$ cat src/rtl/snq_pkg.sv
package snq_pkg;
   localparam int unsigned NUM_TRG = 3;
   localparam int unsigned TRG_AHOLD = 0;
   localparam int unsigned TRG_HOLD  = 1;
   localparam int unsigned TRG_BOFF  = 2;

   function automatic int unsigned trg_dly(input int unsigned idx,
                                           input int unsigned d_ahold,
                                           input int unsigned d_hold,
                                           input int unsigned d_boff);
      if (idx == TRG_AHOLD) return d_ahold;
      if (idx == TRG_HOLD)  return d_hold;
      return d_boff;
   endfunction

   function automatic int unsigned max3(input int unsigned a, b, c);
      int unsigned m;
      m = a;
      if (b > m) m = b;
      if (c > m) m = c;
      return m;
   endfunction
endpackage

$ cat src/rtl/snq_trig_window.sv
module snq_trig_window #(
   parameter int unsigned DLY = 2,
   parameter int unsigned CW  = 2
) (
   input  logic clk,
   input  logic rst_n,
   input  logic trig,
   output logic elig
);
   localparam logic [CW-1:0] SAT = CW'(DLY);

   logic [CW-1:0] run_cnt;

   always_ff @(posedge clk or negedge rst_n) begin
      if (!rst_n)
         run_cnt <= '0;
      else if (!trig)
         run_cnt <= '0;
      else if (run_cnt < SAT)
         run_cnt <= run_cnt + 1'b1;
   end

   generate
      if (DLY == 0) begin : g_nodly
         assign elig = trig;
      end else begin : g_dly
         assign elig = trig && (run_cnt >= SAT);
      end
   endgenerate


   rise_not_elig_chk: assert property (@(posedge clk) disable iff (!rst_n)
      (DLY > 0) && $rose(trig) |-> !elig);

   elig_needs_trig_chk: assert property (@(posedge clk) disable iff (!rst_n)
      elig |-> trig);
endmodule

$ cat src/rtl/snq_gate.sv
module snq_gate #(
   parameter int unsigned NT = 3
) (
   input  logic          clk,
   input  logic          rst_n,
   input  logic          snp_stb_n,
   input  logic          mod_hit,
   input  logic          cpu_ads,
   input  logic [NT-1:0] elig_vec,
   output logic          accept,
   output logic          acc_q
);
   logic ads_q;

   always_ff @(posedge clk or negedge rst_n) begin
      if (!rst_n) begin
         ads_q <= 1'b0;
         acc_q <= 1'b0;
      end else begin
         ads_q <= cpu_ads;
         acc_q <= accept;
      end
   end

   always_comb begin
      accept = !snp_stb_n && (|elig_vec) && !mod_hit && !ads_q && !acc_q;
   end


   spacing_chk: assert property (@(posedge clk) disable iff (!rst_n)
      acc_q |-> !accept);

   modhit_block_chk: assert property (@(posedge clk) disable iff (!rst_n)
      mod_hit |-> !accept);
endmodule

$ cat src/rtl/snq_viol_mon.sv
module snq_viol_mon #(
   parameter int unsigned NT = 3
) (
   input  logic          clk,
   input  logic          rst_n,
   input  logic          accept,
   input  logic          acc_q,
   input  logic [NT-1:0] elig_vec,
   input  logic [NT-1:0] trig_vec,
   output logic          viol
);
   logic [NT-1:0] armed;

   always_ff @(posedge clk or negedge rst_n) begin
      if (!rst_n) begin
         armed <= '0;
         viol  <= 1'b0;
      end else begin
         armed <= accept ? elig_vec : '0;
         viol  <= (|armed) && !(|(armed & trig_vec));
      end
   end


   viol_after_accept_chk: assert property (@(posedge clk) disable iff (!rst_n)
      viol |-> $past(acc_q));

   viol_pulse_chk: assert property (@(posedge clk) disable iff (!rst_n)
      viol |=> !viol);
endmodule

$ cat src/rtl/snoop_qual.sv
module snoop_qual #(
   parameter int unsigned AHOLD_DLY = 2,
   parameter int unsigned HOLD_DLY  = 1,
   parameter int unsigned BOFF_DLY  = 2,
   parameter bit          VIOL_EN   = 1'b1
) (
   input  logic clk,
   input  logic rst_n,
   input  logic snp_stb_n,
   input  logic snp_inv,
   input  logic addr_hold,
   input  logic hold_ack,
   input  logic back_off,
   input  logic cpu_ads,
   input  logic mod_hit,
   output logic snp_start,
   output logic snp_inv_q,
   output logic hold_viol
);
   import snq_pkg::*;

   localparam int unsigned MAXD = max3(AHOLD_DLY, HOLD_DLY, BOFF_DLY);
   localparam int unsigned CW   = $clog2(MAXD + 2);

   initial begin
      dly_range_chk: assert (MAXD <= 15)
         else $error("snoop_qual: settling delay above 15");
   end

   logic [NUM_TRG-1:0] trig_vec;
   logic [NUM_TRG-1:0] elig_vec;
   logic               accept;
   logic               acc_q;
   logic               inv_q;

   assign trig_vec[TRG_AHOLD] = addr_hold;
   assign trig_vec[TRG_HOLD]  = hold_ack;
   assign trig_vec[TRG_BOFF]  = back_off;

   for (genvar g = 0; g < NUM_TRG; g++) begin : g_win
      snq_trig_window #(
         .DLY(trg_dly(g, AHOLD_DLY, HOLD_DLY, BOFF_DLY)),
         .CW (CW)
      ) u_win (
         .clk  (clk),
         .rst_n(rst_n),
         .trig (trig_vec[g]),
         .elig (elig_vec[g])
      );
   end

   snq_gate #(.NT(NUM_TRG)) u_gate (
      .clk      (clk),
      .rst_n    (rst_n),
      .snp_stb_n(snp_stb_n),
      .mod_hit  (mod_hit),
      .cpu_ads  (cpu_ads),
      .elig_vec (elig_vec),
      .accept   (accept),
      .acc_q    (acc_q)
   );

   always_ff @(posedge clk or negedge rst_n) begin
      if (!rst_n)
         inv_q <= 1'b0;
      else if (accept)
         inv_q <= snp_inv;
   end

   generate
      if (VIOL_EN) begin : g_viol
         snq_viol_mon #(.NT(NUM_TRG)) u_viol (
            .clk     (clk),
            .rst_n   (rst_n),
            .accept  (accept),
            .acc_q   (acc_q),
            .elig_vec(elig_vec),
            .trig_vec(trig_vec),
            .viol    (hold_viol)
         );
      end else begin : g_noviol
         assign hold_viol = 1'b0;
      end
   endgenerate

   assign snp_start = acc_q;
   assign snp_inv_q = inv_q;


   start_pulse_chk: assert property (@(posedge clk) disable iff (!rst_n)
      snp_start |=> !snp_start);

   start_needs_hold_chk: assert property (@(posedge clk) disable iff (!rst_n)
      snp_start |-> $past(addr_hold || hold_ack || back_off));

   inv_capture_chk: assert property (@(posedge clk) disable iff (!rst_n)
      snp_start |-> snp_inv_q == $past(snp_inv));

   ads_blackout_chk: assert property (@(posedge clk) disable iff (!rst_n)
      $past(cpu_ads) |-> !accept);

   inv_hold_chk: assert property (@(posedge clk) disable iff (!rst_n)
      !snp_start |-> $stable(snp_inv_q));
endmodule

$ cat config.mk
export PLATFORM = sky130hd
export DESIGN_NAME = snoop_qual
export DESIGN_NICKNAME = d
export VERILOG_FILES = /design/src/rtl/snq_pkg.sv /design/src/rtl/snq_trig_window.sv /design/src/rtl/snq_gate.sv /design/src/rtl/snq_viol_mon.sv /design/src/rtl/snoop_qual.sv
export SDC_FILE = /design/constraint.sdc
export NUM_CORES = 1
export LEC_CHECK = 0
export ABC_AREA = 1
export BUFFER_PORTS_ARGS = -buffer_cell sky130_fd_sc_hd__buf_2
export CELL_PAD_IN_SITES_DETAIL_PLACEMENT = 0
export CELL_PAD_IN_SITES_GLOBAL_PLACEMENT = 2
export CORE_MARGIN = 2
export CORE_UTILIZATION = 33
export CTS_BUF_LIST = sky130_fd_sc_hd__clkbuf_16
export CTS_CLUSTER_SIZE = 10
export DETAILED_ROUTE_END_ITERATION = 6
export GPL_TIMING_DRIVEN = 0
export HOLD_SLACK_MARGIN = 0.03
export MAX_ROUTING_LAYER = met4
export PLACE_DENSITY = 0.87
export SKIP_CTS_REPAIR_TIMING = 1
export SYNTH_ARGS = -nofsm -noshare
export SYNTH_HDL_FRONTEND = slang
export SYNTH_SLANG_ARGS = --single-unit
$ cat constraint.sdc
create_clock -name clk -period 2.8 [get_ports clk]
set_input_delay 0.28 -clock clk [delete_from_list [all_inputs] [get_ports clk]]
set_output_delay 0.28 -clock clk [all_outputs]
set_load 0.005 [all_outputs]
# Word-level counts from Yosys, hierarchy flattened

Cells that the tools add are included.

Add/subtract/negate cells: 3
$mul: 0
Div/mod/pow operators: 0
$lt $le $gt $ge: 6
Equal/unequal tests: 3
Shifts and indexed selects: 0
Mux-type cells: 7
Bitwise gates (word level): 1
Reductions and logical operators: 16

Operators with widths:

| kind                                                                    | number |
|---|---|
| 2-bit two-way mux                                                       | 6 |
| 3-bit OR reduction                                                      | 3 |
| 1-bit logical AND                                                       | 8 |
| 2-bit by 1-bit adder with 2-bit output, second input constant           | 3 |
| 2-bit by 1-bit inequality test with 1-bit output, second input constant | 3 |
| 1-bit logical NOT                                                       | 5 |
| 2-bit >= comparator, second input constant                              | 2 |
| 2-bit < comparator, second input constant                               | 2 |
| 3-bit AND                                                               | 1 |
| 3-bit two-way mux                                                       | 1 |
| 2-bit by 1-bit >= comparator with 1-bit output, second input constant   | 1 |
| 2-bit by 1-bit < comparator with 1-bit output, second input constant    | 1 |

Register bits after elaboration: 13
Latch bits: 0
RAM bits: 0
Memory bits (read-only): 0
Bits of input ports: 9
Output and inout port bits: 3
Word-level logic and storage cells: 44
Memories kept: 0

# Depth between registers and ports, before layout

Depth in word-level cells: 8
Depth in mapped cells: 8
Mapped depth without buffers: 8

# Modules after synthesis

A second synthesis with hierarchy kept.

Cells, all modules: 70
Area, all modules: 578.1 um^2

Modules (own cells, without submodules):

| module                               | times used | cells each | area an instance (um^2) | seq. area each (um^2) |
|---|---|---|---|---|
| snq_trig_window (g_win[0].u_win ...) | 2          | 10         | 86.3                    | 50.0 |
| snq_viol_mon                         | 1          | 19         | 157.7                   | 100.1 |
| snq_trig_window (g_win[1].u_win)     | 1          | 16         | 125.1                   | 50.0 |
| snq_gate                             | 1          | 10         | 82.6                    | 50.0 |
| snoop_qual                           | 1          | 5          | 40.0                    | 25.0 |

# Worst setup path after synthesis

Ideal clock, no wire load.

Path type: register to register
From: register g_win[1].u_win.run_cnt[0]
To: register inv_q, in the netlist snp_inv_q
Setup time: 0.116 ns
Arrival time: 0.966 ns
Data required time: 2.684 ns
Slack: 1.717 ns
Cell stages (with the launch flop): 9
Buffers on the path: 0
Period minus slack after synthesis: 1.083 ns
Path through: dfrtp_1 inv_1 ha_1 nor2_4 nor2_2 nand2_2 nand2_4 nand2_1 nand2_1

Cells in the longest elaborated chain, start to end: 7

RTL lines:

| item                                           | line                  | source |
|---|---|---|
| from (decl)                                    | snq_trig_window.sv:12 | `logic [CW-1:0] run_cnt;` |
| from (signal assigned)                         | snq_trig_window.sv:20 | `run_cnt <= run_cnt + 1'b1;` |
| 2-bit by 1-bit >= comparator with 1-bit output | snq_trig_window.sv:27 | `assign elig = trig && (run_cnt >= SAT);` |
| 1-bit logical AND                              | snq_trig_window.sv:27 |  |
| 3-bit OR reduction                             | snq_gate.sv:26        | `accept = !snp_stb_n && (\|elig_vec) && !mod_hit && !ads_q && !acc_q;` |
| 1-bit logical AND (4 in a row)                 | snq_gate.sv:26        |  |
| to (signal assigned)                           | snoop_qual.sv:67      | `inv_q <= snp_inv;` |
| to (decl)                                      | snoop_qual.sv:34      | `logic inv_q;` |

No other way between the ends.
A chain may end at the register's enable or synchronous reset.

# Worst setup path after layout

From: register g_win[1].u_win.run_cnt[0]
To: register g_viol.u_viol.armed[0]

Cells in the longest elaborated chain, start to end: 8

RTL lines:

| item                                           | line                  | source |
|---|---|---|
| 2-bit by 1-bit >= comparator with 1-bit output | snq_trig_window.sv:27 |  |
| 1-bit logical AND                              | snq_trig_window.sv:27 |  |
| 3-bit OR reduction                             | snq_gate.sv:26        |  |
| 1-bit logical AND (4 in a row)                 | snq_gate.sv:26        |  |
| 3-bit two-way mux                              | snq_viol_mon.sv:19    | `armed <= accept ? elig_vec : '0;` |
| to (signal assigned)                           | snq_viol_mon.sv:19    |  |
| to (decl)                                      | snq_viol_mon.sv:12    | `logic [NT-1:0] armed;` |

No other way between the ends.

==> results by group <==
Worst setup path
  – Crit-path max FO: 5
  – Critical path endpoint category: register
  – Type of the worst setup path: register to register
  – Depth of the worst register-to-register path: 7
  – Setup slack on the worst flop-to-flop path: 1.64 ns
  – Critical Path Sink: g_viol.u_viol.armed[0]
  – Worst Path Arrival: 1.29 ns
  – End of the worst register-to-register path: g_viol.u_viol.armed[0]
  – Required @ worst endpoint: 2.92 ns
  – Startpoint of the worst register-to-register path: g_win[1].u_win.run_cnt[0]
  – Worst setup path startpoint: g_win[1].u_win.run_cnt[0]
  – Category of the worst setup path launch point: register

Layout
  – Count of placed standard cells in the final layout, fillers left out: 90
  – Layout overhead on the synthesized area: 28.21%
  – Share of final-layout standard cells stronger than drive strength 1: between 30% and 40%
  – Number of antenna repair diodes: 0
  – Final Util: between 40% and 50%
  – # nets final: 86
  – Fill cell total of the finished layout: 167

Global route
  – Maximum number of pins on one net before global-route repair: 14
  – Total GRT Usage: 10.84%
  – Antenna violations before repair: 0
  – GR Overflow Total: 0
  – First-pass GRT wire length: 1497 um
  – Vias in the first global route: 359

Logic synthesis
  – Number of nets produced by synthesis: 69
  – Gate Count Post-Synth: 57
  – Register area share after synthesis: 55.56%
  – Seq cells post-synth: 13
  – Average cell area after synthesis: 10.27 sq um
  – Number of warnings issued by yosys: 0
  – Cell Area, Synth: approximately 590 sq um
  – Distinct cells, synth: 20

Worst hold path
  – Min-Delay Path Depth: 1
  – Hold Path Class: primary input to register

Floorplanning
  – Standard-cell rows: 15
  – Core area: between 0.0015 and 0.002 sq mm
  – Die area: roughly 0.0021 sq mm
  – Die X: about 46 um
  – Floorplan die height: 46.13 um
  – Ports: 12
  – Initial core utilization: approximately a third

STA
  – Time the worst path needs with I/O delays and setup: 1.163 ns
  – Hold slack: 0.1447 ns
  – Transition time at the pin with the least slew margin: approximately 0.29 ns
  – Highest Clock Rate: 0.8599 GHz
  – Post-Route Skew: roughly 0.0011 ns
  – Number of hold violations in the final report: 0
  – Slew Viols, Final: 0
  – Number of setup violations in the final report: 0
  – Period utilisation layout: 41.53%
  – Rel. slew slack: 80.64%
  – RSZ-0062 raised after global routing: no
  – Setup tns final: 0 ns

Power and ir drop
  – Peak supply drop: 0.3517 mV
  – PwrDens: 867.3 mW/mm^2
  – Leakage: around 0.00040 uW
  – Final total power: around 650 uW

Drt
  – Routed via count divided by cell count: about 4.4
  – DR vias: 394
  – Wirelength per Cell: between 9 and 10 um
  – DRT antenna net count: 0
  – Initial drt markers: 2
  – Drt first pass iters: 2
  – Remaining DRCs: 0
  – WL final: ~870 um

Flow run
  – Number of maximum-capacitance constraint violations: 0

Clock tree
  – Clock tree from TritonCTS: done
  – Clock Latency Late Sink: 0.24 ns
  – Buffer depth of the longest clock path: 2
  – Clock buffer count from CTS: 3
  – Post-CTS clock slew at the launch and capture registers of the worst setup and hold paths: 0.04 ns
  – Cell chosen for the clock root: sky130_fd_sc_hd__clkbuf_16
  – H-tree depth reported by CTS: 1
  – Number of clock sinks: 13

Placement
  – Count of port buffers added during placement: 11
  – DP Wirelength: 665 um
  – Routability congestion estimate from global placement: 0.7063
  – Placed Cells: 85

Outcome
  – Result of the run: finished clean
## worst max-delay path: stages (launching register included)
cell	delay (ns)
sky130_fd_sc_hd__dfrtp_1	0.36
sky130_fd_sc_hd__inv_1	0.12
sky130_fd_sc_hd__ha_1	0.21
sky130_fd_sc_hd__nor2_4	0.05
sky130_fd_sc_hd__nor2_2	0.09
sky130_fd_sc_hd__nand2_2	0.08
sky130_fd_sc_hd__nand2_4	0.09
sky130_fd_sc_hd__nor2_1	0.04
## cell usage in the layout (no fill, tap or decap)
cell / synthesis / final
sky130_fd_sc_hd__a211oi_1: 1 / 1
sky130_fd_sc_hd__a21boi_0: 1 / 1
sky130_fd_sc_hd__a21oi_1: 1 / 1
sky130_fd_sc_hd__and2_2: 1 / 1
sky130_fd_sc_hd__buf_2: 0 / 11
sky130_fd_sc_hd__clkbuf_16: 0 / 3
sky130_fd_sc_hd__dfrtp_1: 13 / 13
sky130_fd_sc_hd__dlygate4sd3_1: 0 / 1
sky130_fd_sc_hd__ha_1: 3 / 3
sky130_fd_sc_hd__inv_1: 7 / 8
sky130_fd_sc_hd__inv_2: 2 / 2
sky130_fd_sc_hd__nand2_1: 5 / 5
sky130_fd_sc_hd__nand2_2: 2 / 2
sky130_fd_sc_hd__nand2_4: 1 / 1
sky130_fd_sc_hd__nand3_1: 3 / 3
sky130_fd_sc_hd__nor2_1: 6 / 6
sky130_fd_sc_hd__nor2_2: 3 / 3
sky130_fd_sc_hd__nor2_4: 1 / 1
sky130_fd_sc_hd__nor3_1: 1 / 1
sky130_fd_sc_hd__o21ai_0: 1 / 1
sky130_fd_sc_hd__o21ai_2: 3 / 3
sky130_fd_sc_hd__or2_1: 1 / 1
sky130_fd_sc_hd__xor2_1: 1 / 1
## cells by family (layout without fill, tap and decap cells)
logic type	Yosys count	in the layout	synth area share [%]
and+or+nand+nor	24	24	22.01
DFF	13	13	55.56
buffers and inverters	9	25	5.771
AOI/OAI and AO/OA	7	7	8.761
adders and majority gates	3	3	6.411
xor gates and xnor gates	1	1	1.496
## cell type report
| class | count | area [sq um] | share of cell area (%) |
|---|---|---|---|
| clock buffers | 3 | 75.07 | 10.00 |
| flip-flops and latches | 13 | 325.3 | 43.33 |
| inverters | 9 | 33.78 | 4.500 |
| repair buffers | 12 | 65.06 | 8.667 |
| clock inverters | 1 | 3.754 | 0.5000 |
| well taps | 17 | 21.27 | 2.833 |
| multi-input cells | 35 | 226.5 | 30.17 |
## flip-flops by register name, summed over array words and instances, names as in the netlist
signal,cells
u_gate.acc_q,1
g_viol.u_viol.viol,1
g_viol.u_viol.armed,3
g_win.u_win.run_cnt,6
u_gate.ads_q,1
snp_inv_q,1
## how the worst min path moves through the flow
stage,from,end,slack [ns]
after floorplan,rst_n,g_viol.u_viol.armed[0],-0.02
after global placement,rst_n,g_win[1].u_win.run_cnt[0],0.18
after detailed placement,rst_n,g_viol.u_viol.viol,0.19
after CTS,rst_n,g_viol.u_viol.viol,-0.07
after global routing,cpu_ads,u_gate.ads_q,0.14
final,cpu_ads,u_gate.ads_q,0.14
## per-stage QoR
step                worst slack [ns]  cell area [sq um]
finish                         1.637              750.7
global route                   1.548              750.7
CTS                            1.627              740.7
detailed placement             1.639              661.9
global placement               1.658              661.9
floorplan                      1.717              585.6
## where the power goes
part / switching, uW / internal, uW
logic: 83.3 / 62.3
clock network: 74.8 / 188
registers: 19.4 / 223
## synthesized netlist by cell type
| cell | number | area (sq um) |
|---|---|---|
| sky130_fd_sc_hd__inv_1 | 7 | 26.28 |
| sky130_fd_sc_hd__nand2_4 | 1 | 11.26 |
| sky130_fd_sc_hd__nor2_4 | 1 | 11.26 |
| sky130_fd_sc_hd__and2_2 | 1 | 7.510 |
| sky130_fd_sc_hd__nand2_2 | 2 | 12.51 |
| sky130_fd_sc_hd__dfrtp_1 | 13 | 325.3 |
| sky130_fd_sc_hd__nor3_1 | 1 | 5.000 |
| sky130_fd_sc_hd__inv_2 | 2 | 7.510 |
| sky130_fd_sc_hd__a211oi_1 | 1 | 7.510 |
| sky130_fd_sc_hd__nor2_2 | 3 | 18.77 |
| sky130_fd_sc_hd__nand2_1 | 5 | 18.77 |
| sky130_fd_sc_hd__a21boi_0 | 1 | 7.510 |
| sky130_fd_sc_hd__o21ai_2 | 3 | 26.28 |
| sky130_fd_sc_hd__a21oi_1 | 1 | 5.000 |
| sky130_fd_sc_hd__ha_1 | 3 | 37.54 |
| sky130_fd_sc_hd__or2_1 | 1 | 6.260 |
| sky130_fd_sc_hd__nor2_1 | 6 | 22.52 |
| sky130_fd_sc_hd__nand3_1 | 3 | 15.01 |
| sky130_fd_sc_hd__o21ai_0 | 1 | 5.000 |
| sky130_fd_sc_hd__xor2_1 | 1 | 8.760 |
## routing by layer
metal / global-route usage, % / wire length [um] / part of all wire [%]
met5: - / 0 / 0
met4: 6.857 / 0 / 0
met3: 3.529 / 45 / 5.2
met2: 14.17 / 386 / 45
met1: 14.18 / 434 / 50
(Power assumes the default switching activity.)
